==> src/rtl/cdisp_pkg.sv <==
package cdisp_pkg;
  localparam int NUM_CNT    = 4;
  localparam int CI_RD_HIT  = 0;
  localparam int CI_RD_MISS = 1;
  localparam int CI_WR_HIT  = 2;
  localparam int CI_WR_MISS = 3;
endpackage

==> src/rtl/cdisp_fifo.sv <==
module cdisp_fifo #(
  parameter int W     = 8,
  parameter int DEPTH = 4
) (
  input  logic         clk,
  input  logic         rst_n,
  input  logic         push,
  input  logic [W-1:0] din,
  input  logic         pop,
  output logic [W-1:0] dout,
  output logic         empty,
  output logic         full
);
  localparam int AW = (DEPTH > 1) ? $clog2(DEPTH) : 1;
  localparam int CW = $clog2(DEPTH + 1);

  logic [W-1:0]  mem [DEPTH];
  logic [AW-1:0] rd_q, rd_d, wr_q, wr_d;
  logic [CW-1:0] cnt_q, cnt_d;

  always_comb begin
    rd_d  = rd_q;
    wr_d  = wr_q;
    cnt_d = cnt_q;
    if (push) wr_d = (wr_q == AW'(DEPTH - 1)) ? '0 : wr_q + 1'b1;
    if (pop)  rd_d = (rd_q == AW'(DEPTH - 1)) ? '0 : rd_q + 1'b1;
    if (push && !pop) cnt_d = cnt_q + 1'b1;
    else if (pop && !push) cnt_d = cnt_q - 1'b1;
  end

  always_ff @(posedge clk or negedge rst_n) begin
    if (!rst_n) begin
      rd_q  <= '0;
      wr_q  <= '0;
      cnt_q <= '0;
    end else begin
      rd_q  <= rd_d;
      wr_q  <= wr_d;
      cnt_q <= cnt_d;
    end
  end

  always_ff @(posedge clk) begin
    if (push) mem[wr_q] <= din;
  end

  assign dout  = mem[rd_q];
  assign empty = (cnt_q == '0);
  assign full  = (cnt_q == CW'(DEPTH));
endmodule

==> src/rtl/cdisp_front.sv <==
module cdisp_front #(
  parameter int ADDR_W       = 16,
  parameter int BYTE_W       = 8,
  parameter int RD_PKT_BYTES = 8
) (
  input  logic                       clk,
  input  logic                       rst_n,
  input  logic                       cfg_ideal,
  input  logic                       rdq_empty,
  input  logic [ADDR_W+BYTE_W:0]     rdq_head,
  input  logic                       wrq_empty,
  input  logic [ADDR_W+BYTE_W:0]     wrq_head,
  output logic                       rdq_pop,
  output logic                       wrq_pop,
  output logic                       lk_valid,
  output logic                       lk_write,
  output logic [ADDR_W-1:0]          lk_addr,
  input  logic                       lk_hit,
  output logic                       mm_valid,
  input  logic                       mm_merged,
  output logic                       rep_valid,
  input  logic                       rep_ready,
  input  logic                       missq_full,
  output logic                       missq_push,
  output logic [ADDR_W+BYTE_W:0]     missq_din,
  output logic                       rd_hit_inc,
  output logic                       wr_hit_inc
);
  localparam int REQ_W = 1 + ADDR_W + BYTE_W;

  logic             hold_vld_q, hold_vld_d;
  logic [REQ_W-1:0] hold_q, hold_d;
  logic             hold_en;
  logic             h_wr, hit, retire, take;
  logic [BYTE_W-1:0] h_bytes, fwd_bytes;

  assign h_wr    = hold_q[REQ_W-1];
  assign h_bytes = hold_q[BYTE_W-1:0];
  assign hit     = lk_hit | cfg_ideal;

  always_comb begin
    retire = 1'b0;
    if (hold_vld_q) begin
      if (hit) retire = h_wr ? 1'b1 : rep_ready;
      else     retire = !missq_full;
    end
    take    = !hold_vld_q || retire;
    rdq_pop = take && !rdq_empty;
    wrq_pop = take && rdq_empty && !wrq_empty;
    hold_vld_d = (hold_vld_q && !retire) || rdq_pop || wrq_pop;
    hold_en    = rdq_pop || wrq_pop;
    hold_d     = rdq_pop ? rdq_head : wrq_head;
  end

  always_ff @(posedge clk or negedge rst_n) begin
    if (!rst_n) begin
      hold_vld_q <= 1'b0;
      hold_q     <= '0;
    end else begin
      hold_vld_q <= hold_vld_d;
      if (hold_en) hold_q <= hold_d;
    end
  end

  assign fwd_bytes  = h_wr ? h_bytes - BYTE_W'(RD_PKT_BYTES) : h_bytes;
  assign lk_valid   = hold_vld_q;
  assign lk_write   = h_wr;
  assign lk_addr    = hold_q[ADDR_W+BYTE_W-1:BYTE_W];
  assign rep_valid  = hold_vld_q && hit && !h_wr && rep_ready;
  assign mm_valid   = hold_vld_q && !hit && !missq_full;
  assign missq_push = mm_valid && !mm_merged;
  assign missq_din  = {h_wr, lk_addr, fwd_bytes};
  assign rd_hit_inc = rep_valid;
  assign wr_hit_inc = hold_vld_q && hit && h_wr;
endmodule

==> src/rtl/cdisp_mem_arb.sv <==
module cdisp_mem_arb #(
  parameter int ADDR_W = 16,
  parameter int BYTE_W = 8
) (
  input  logic                   cfg_sched_en,
  input  logic                   sched_full,
  input  logic                   wb_valid,
  input  logic [ADDR_W-1:0]      wb_addr,
  input  logic [BYTE_W-1:0]      wb_bytes,
  output logic                   wb_ready,
  input  logic                   missq_empty,
  input  logic [ADDR_W+BYTE_W:0] missq_head,
  output logic                   missq_pop,
  output logic                   dr_valid,
  output logic                   dr_wb,
  output logic [ADDR_W+BYTE_W:0] dr_req,
  output logic                   rd_miss_inc,
  output logic                   wr_miss_inc
);
  localparam int REQ_W = 1 + ADDR_W + BYTE_W;

  logic open_q;
  logic wb_take;

  assign open_q    = !(cfg_sched_en && sched_full);
  assign wb_ready  = open_q;
  assign wb_take   = open_q && wb_valid;
  assign missq_pop = open_q && !wb_valid && !missq_empty;

  assign dr_valid    = wb_take || missq_pop;
  assign dr_wb       = wb_take;
  assign dr_req      = wb_take ? {1'b1, wb_addr, wb_bytes} : missq_head;
  assign rd_miss_inc = missq_pop && !missq_head[REQ_W-1];
  assign wr_miss_inc = missq_pop && missq_head[REQ_W-1];
endmodule

==> src/rtl/cdisp_top.sv <==
module cdisp_top #(
  parameter int ADDR_W       = 16,
  parameter int BYTE_W       = 8,
  parameter int IQ_DEPTH     = 4,
  parameter int MQ_DEPTH     = 4,
  parameter int RD_PKT_BYTES = 8,
  parameter int CNT_W        = 16
) (
  input  logic              clk,
  input  logic              rst_n,
  input  logic              cfg_rd_prio,
  input  logic              cfg_ideal,
  input  logic              cfg_sched_en,
  input  logic              in_valid,
  output logic              in_ready,
  input  logic              in_write,
  input  logic [ADDR_W-1:0] in_addr,
  input  logic [BYTE_W-1:0] in_bytes,
  output logic              lk_valid,
  output logic              lk_write,
  output logic [ADDR_W-1:0] lk_addr,
  input  logic              lk_hit,
  output logic              mm_valid,
  output logic [ADDR_W-1:0] mm_addr,
  input  logic              mm_merged,
  output logic              rep_valid,
  input  logic              rep_ready,
  output logic [ADDR_W-1:0] rep_addr,
  input  logic              wb_valid,
  output logic              wb_ready,
  input  logic [ADDR_W-1:0] wb_addr,
  input  logic [BYTE_W-1:0] wb_bytes,
  output logic              dr_valid,
  output logic              dr_write,
  output logic              dr_wb,
  output logic [ADDR_W-1:0] dr_addr,
  output logic [BYTE_W-1:0] dr_bytes,
  input  logic              sched_full,
  output logic [CNT_W-1:0]  cnt_rd_hit,
  output logic [CNT_W-1:0]  cnt_rd_miss,
  output logic [CNT_W-1:0]  cnt_wr_hit,
  output logic [CNT_W-1:0]  cnt_wr_miss
);
  import cdisp_pkg::*;
  localparam int REQ_W = 1 + ADDR_W + BYTE_W;

  logic             wr_sel;
  logic             rdq_push, wrq_push, rdq_pop, wrq_pop;
  logic             rdq_empty, rdq_full, wrq_empty, wrq_full;
  logic [REQ_W-1:0] in_req, rdq_head, wrq_head;
  logic             mq_push, mq_pop, mq_empty, mq_full;
  logic [REQ_W-1:0] mq_din, mq_head, dr_req;
  logic [NUM_CNT-1:0] cnt_inc;
  logic [CNT_W-1:0]   cnt_q [NUM_CNT];

  assign wr_sel   = cfg_rd_prio && in_write;
  assign in_ready = wr_sel ? !wrq_full : !rdq_full;
  assign rdq_push = in_valid && in_ready && !wr_sel;
  assign wrq_push = in_valid && in_ready && wr_sel;
  assign in_req   = {in_write, in_addr, in_bytes};

  cdisp_fifo #(.W(REQ_W), .DEPTH(IQ_DEPTH)) u_rdq (
    .clk, .rst_n, .push(rdq_push), .din(in_req), .pop(rdq_pop),
    .dout(rdq_head), .empty(rdq_empty), .full(rdq_full));

  cdisp_fifo #(.W(REQ_W), .DEPTH(IQ_DEPTH)) u_wrq (
    .clk, .rst_n, .push(wrq_push), .din(in_req), .pop(wrq_pop),
    .dout(wrq_head), .empty(wrq_empty), .full(wrq_full));

  cdisp_front #(.ADDR_W(ADDR_W), .BYTE_W(BYTE_W), .RD_PKT_BYTES(RD_PKT_BYTES)) u_front (
    .clk, .rst_n, .cfg_ideal,
    .rdq_empty, .rdq_head, .wrq_empty, .wrq_head, .rdq_pop, .wrq_pop,
    .lk_valid, .lk_write, .lk_addr, .lk_hit,
    .mm_valid, .mm_merged, .rep_valid, .rep_ready,
    .missq_full(mq_full), .missq_push(mq_push), .missq_din(mq_din),
    .rd_hit_inc(cnt_inc[CI_RD_HIT]), .wr_hit_inc(cnt_inc[CI_WR_HIT]));

  cdisp_fifo #(.W(REQ_W), .DEPTH(MQ_DEPTH)) u_missq (
    .clk, .rst_n, .push(mq_push), .din(mq_din), .pop(mq_pop),
    .dout(mq_head), .empty(mq_empty), .full(mq_full));

  cdisp_mem_arb #(.ADDR_W(ADDR_W), .BYTE_W(BYTE_W)) u_arb (
    .cfg_sched_en, .sched_full, .wb_valid, .wb_addr, .wb_bytes, .wb_ready,
    .missq_empty(mq_empty), .missq_head(mq_head), .missq_pop(mq_pop),
    .dr_valid, .dr_wb, .dr_req,
    .rd_miss_inc(cnt_inc[CI_RD_MISS]), .wr_miss_inc(cnt_inc[CI_WR_MISS]));

  assign mm_addr  = lk_addr;
  assign rep_addr = lk_addr;
  assign dr_write = dr_req[REQ_W-1];
  assign dr_addr  = dr_req[ADDR_W+BYTE_W-1:BYTE_W];
  assign dr_bytes = dr_req[BYTE_W-1:0];

  for (genvar g = 0; g < NUM_CNT; g++) begin : g_cnt
    always_ff @(posedge clk or negedge rst_n) begin
      if (!rst_n)          cnt_q[g] <= '0;
      else if (cnt_inc[g]) cnt_q[g] <= cnt_q[g] + 1'b1;
    end
  end

  assign cnt_rd_hit  = cnt_q[CI_RD_HIT];
  assign cnt_rd_miss = cnt_q[CI_RD_MISS];
  assign cnt_wr_hit  = cnt_q[CI_WR_HIT];
  assign cnt_wr_miss = cnt_q[CI_WR_MISS];
endmodule

==> config.mk <==
export PLATFORM = sky130hd
export DESIGN_NAME = cdisp_top
export DESIGN_NICKNAME = d
export VERILOG_FILES = /design/src/rtl/cdisp_pkg.sv /design/src/rtl/cdisp_fifo.sv /design/src/rtl/cdisp_front.sv /design/src/rtl/cdisp_mem_arb.sv /design/src/rtl/cdisp_top.sv
export SDC_FILE = /design/constraint.sdc
export NUM_CORES = 1
export LEC_CHECK = 0
export CORE_UTILIZATION = 56
export DETAILED_ROUTE_END_ITERATION = 16
export PLACE_DENSITY = 0.8
export SLEW_MARGIN = 20
export SYNTH_ARGS = -nofsm -noshare
export SYNTH_HDL_FRONTEND = slang
export SYNTH_HIERARCHICAL = 1
export SYNTH_SLANG_ARGS = --single-unit
export TNS_END_PERCENT = 20
==> constraint.sdc <==
create_clock -name clk -period 3 [get_ports clk]
set_input_delay 0.3 -clock clk [delete_from_list [all_inputs] [get_ports clk]]
set_output_delay 0.3 -clock clk [all_outputs]
set_load 0.05 [all_outputs]
==> impl_metrics.json <==
{
  "tns_ns": 0,
  "syn_avg_cell_area_um2": 18.0,
  "p_int_uw": 13700,
  "critPathArrivalTime_ns": 2.34,
  "worst-path-buf-inv": 2,
  "vdd_ir_drop_max_mv": 0.498,
  "rsz0062_at_grt": "false",
  "cp.required_ns": 2.70,
  "crit_path_end_kind": "primary output",
  "cts-buffers-inserted": 41,
  "clockPowerShare": 0.248,
  "fin_crit_sh": 0.882,
  "synth_largest_area_cell": "edfxtp_1",
  "hp-class": "primary input to asynchronous set/reset pin",
  "yosysTopAreaCellShare": 0.521,
  "crit_family": "multiplexers",
  "synth.area.top_cells": "edfxtp_1 (52%), dfrtp_1 (16%), mux4_2 (7.0%)",
  "grtUsageTotal": 0.221,
  "powerDensity_mw_per_mm2": 1030,
  "fin_cells": 1572,
  "switchingPower_uw": 7750,
  "clk_pin_slew_worst_paths_ns": 0.06,
  "first_iter_violations": 687,
  "viasPerCell": 5.79,
  "start_util": 0.576,
  "syn_nets": 1047,
  "placed_cells": 1495,
  "synth_most_common_cell": "edfxtp_1",
  "drive_gt1_frac": 0.199,
  "area_delta_synth_final_pct": 19.8,
  "ys_ff_latch": 411,
  "p_comb_frac": 0.370,
  "syn_area_mm2": 0.0173,
  "die_y_um": 178,
  "netlist_top_cells_count": "edfxtp_1 (300), dfrtp_1 (111), buf_4 (71)",
  "fin_worst_skew_ns": 0.0148,
  "p_leak_uw": 0.00751,
  "setup_violations": 0,
  "timing.final.hold_violations": 0,
  "seqPwrFrac": 0.382,
  "drv_cap": 0,
  "cts-resized-gates": 0,
  "grt_overflow": 0,
  "grt_pass1_vias": 9255,
  "via_count": 9105,
  "die-area_mm2": 0.0316,
  "place_congestion": 0.768,
  "clock_path_buffers": 3,
  "core-area_mm2": 0.0300,
  "met2_usage": 0.381,
  "start_kind": "register",
  "path_cells": "buf_4 -> mux4_1 -> mux2_2 -> buf_4",
  "wl_per_cell_um": 21.8,
  "antenna_found_initial": 4,
  "num_rows": 63,
  "drc": 0,
  "grt_pass1_wl_um": 52300,
  "multi_input_area_mm2": 0.00462,
  "grt_use_met1": 0.281,
  "grt_max_degree": 57,
  "yosysWarnings": 6,
  "crit_path_frequent_cell": "buf_4",
  "ys_types": 55,
  "synth-main-ff-cell": "edfxtp_1",
  "grt_busiest_layer": "met2",
  "fin_nets": 1235,
  "use_met3": 0.0448,
  "num_io_pins": 205,
  "path_class": "register to primary output",
  "root_buffer": "clkbuf_16",
  "clock_latency_ns": 0.53,
  "port_buffers": 204,
  "fin_crit_ns": 2.64,
  "yosysSeqAreaShare": 0.681,
  "slew_violations": 0,
  "crit_path_top_delay_cell": "mux4_1",
  "synth_edf_count": 300,
  "htree_levels": 2,
  "switching_share": 0.362,
  "die_x_um": 178,
  "worst_pin_slew_ns": 0.717,
  "max_freq_mhz": 378,
  "synth-async-reset-ratio": 0.270,
  "crit_path_max_fanout": 13,
  "relSlewSlack": 0.522,
  "wl_um": 34200,
  "cpPeakStageDelay_ns": 0.66,
  "drt_pre_antenna_iters": 8,
  "diodes": 0,
  "synth_cells": 961,
  "seq_area_mm2": 0.0118,
  "cts_tree": "done",
  "postRouteAntennaNets": 0,
  "status": "completed",
  "fillers": 1862,
  "numClockSinks": 411,
  "place_hpwl_um": 20900
}
state kept, by name, summed over array words and instances (netlist names), 16 cells and up:
| signal | count |
|---|---|
| u_missq/mem | 100 |
| u_rdq/mem | 100 |
| u_wrq/mem | 100 |
| u_front/hold_q | 25 |
| cnt_rd_hit | 16 |
| cnt_rd_miss | 16 |
| cnt_wr_hit | 16 |
| cnt_wr_miss | 16 |
stage by stage:
step | worst slack (ns) | utilization | hold WS (ns) | instance area [um2] | total power, uW
finish | 0.355 | 0.690 | 0.357 | 20700 | 21400
global route | 0.255 | 0.690 | 0.436 | 20700 | 22200
CTS | 0.318 | 0.690 | 0.392 | 20700 | 21500
detailed placement | 0.223 | 0.643 | 0.398 | 19300 | 16100
global placement | 0.309 | 0.643 | 0.398 | 19300 | 15900
floorplan | 0.213 | - | 0.00441 | 17300 | 14300
cell families after synthesis:
group,after synthesis,share of synthesized area
mux,114,0.128
simple gates,150,0.0487
xor+xnor,73,0.0369
fa+ha+maj,26,0.0201
compound gates,63,0.0325
flops,411,0.681
buf+inv,124,0.0531
power by group through the flow:
stage	Sequential [uW]	Clock, uW	Combinational [uW]
after global placement	8180	0	7710
after floorplan	8260	0	6060
after CTS	8170	5390	7970
after detailed placement	8260	0	7840
final	8170	5310	7930
after global routing	8280	5600	8360
routing by layer:
metal	vias to the layer above	routed length (um)	part of all wire
met5	-	52	0.0015
met4	8	788	0.023
met3	78	2170	0.063
met2	325	17600	0.51
met1	4669	13600	0.40
li1	4025	-	-
cell usage in the layout, fill, tap and decap left out, types with 7 or more instances in the layout:
cell type / netlist / routed
nor3_1: 10 / 10
nor2_1: 23 / 23
buf_4: 71 / 62
o21a_1: 22 / 22
o21ai_0: 8 / 8
xnor2_1: 46 / 46
mux4_2: 54 / 54
inv_1: 24 / 24
clkbuf_16: 0 / 43
nand2_1: 32 / 32
xor2_1: 27 / 27
clkinv_2: 0 / 7
edfxtp_1: 300 / 300
ha_1: 23 / 23
clkbuf_1: 0 / 12
and2_1: 15 / 15
and3_1: 9 / 9
o32a_1: 22 / 22
mux2_2: 36 / 36
mux4_1: 21 / 21
nand3_1: 18 / 18
nand4_1: 15 / 15
dfrtp_1: 111 / 110
clkdlybuf4s50_1: 0 / 176
worst paths after layout:
check | start | to | slack (ns) | cells past startpoint
max | u_missq/rd_q[0]$_DFFE_PN0P_ | dr_bytes[6] | 0.36 | 4
min | rst_n | cnt_wr_miss[15]$_DFFE_PN0P_ | 0.36 | 2
max reg2reg | u_missq/cnt_q[0]$_DFFE_PN0P_ | u_wrq/cnt_q[2]$_DFFE_PN0P_ | 0.47 | 11
min reg2reg | cnt_rd_hit[15]$_DFFE_PN0P_ | cnt_rd_hit[15]$_DFFE_PN0P_ | 0.47 | 1
max in group asynchronous | rst_n | u_front/hold_q[21]$_DFFE_PN0P_ | 1.77 | 3
min in group clk | cnt_rd_hit[15]$_DFFE_PN0P_ | cnt_rd_hit[15]$_DFFE_PN0P_ | 0.47 | 1
cell type report:
cell class,count,share of cell area
Clock buffer,59,0.0567
Clock inverter,17,0.0118
Inverter,26,0.00471
Multi-Input combinational cell,426,0.223
Sequential cell,411,0.569
Tap cell,390,0.0235
Timing Repair Buffer,243,0.112
repair_timing:
item / 4_1_cts / 5_1_grt
setup buffers: 0 / 0
hold buffers: 1 / 0
hold endpoints to repair: 53 / 0
setup endpoints to repair: 0 / 0
(Power assumes the default switching activity.)
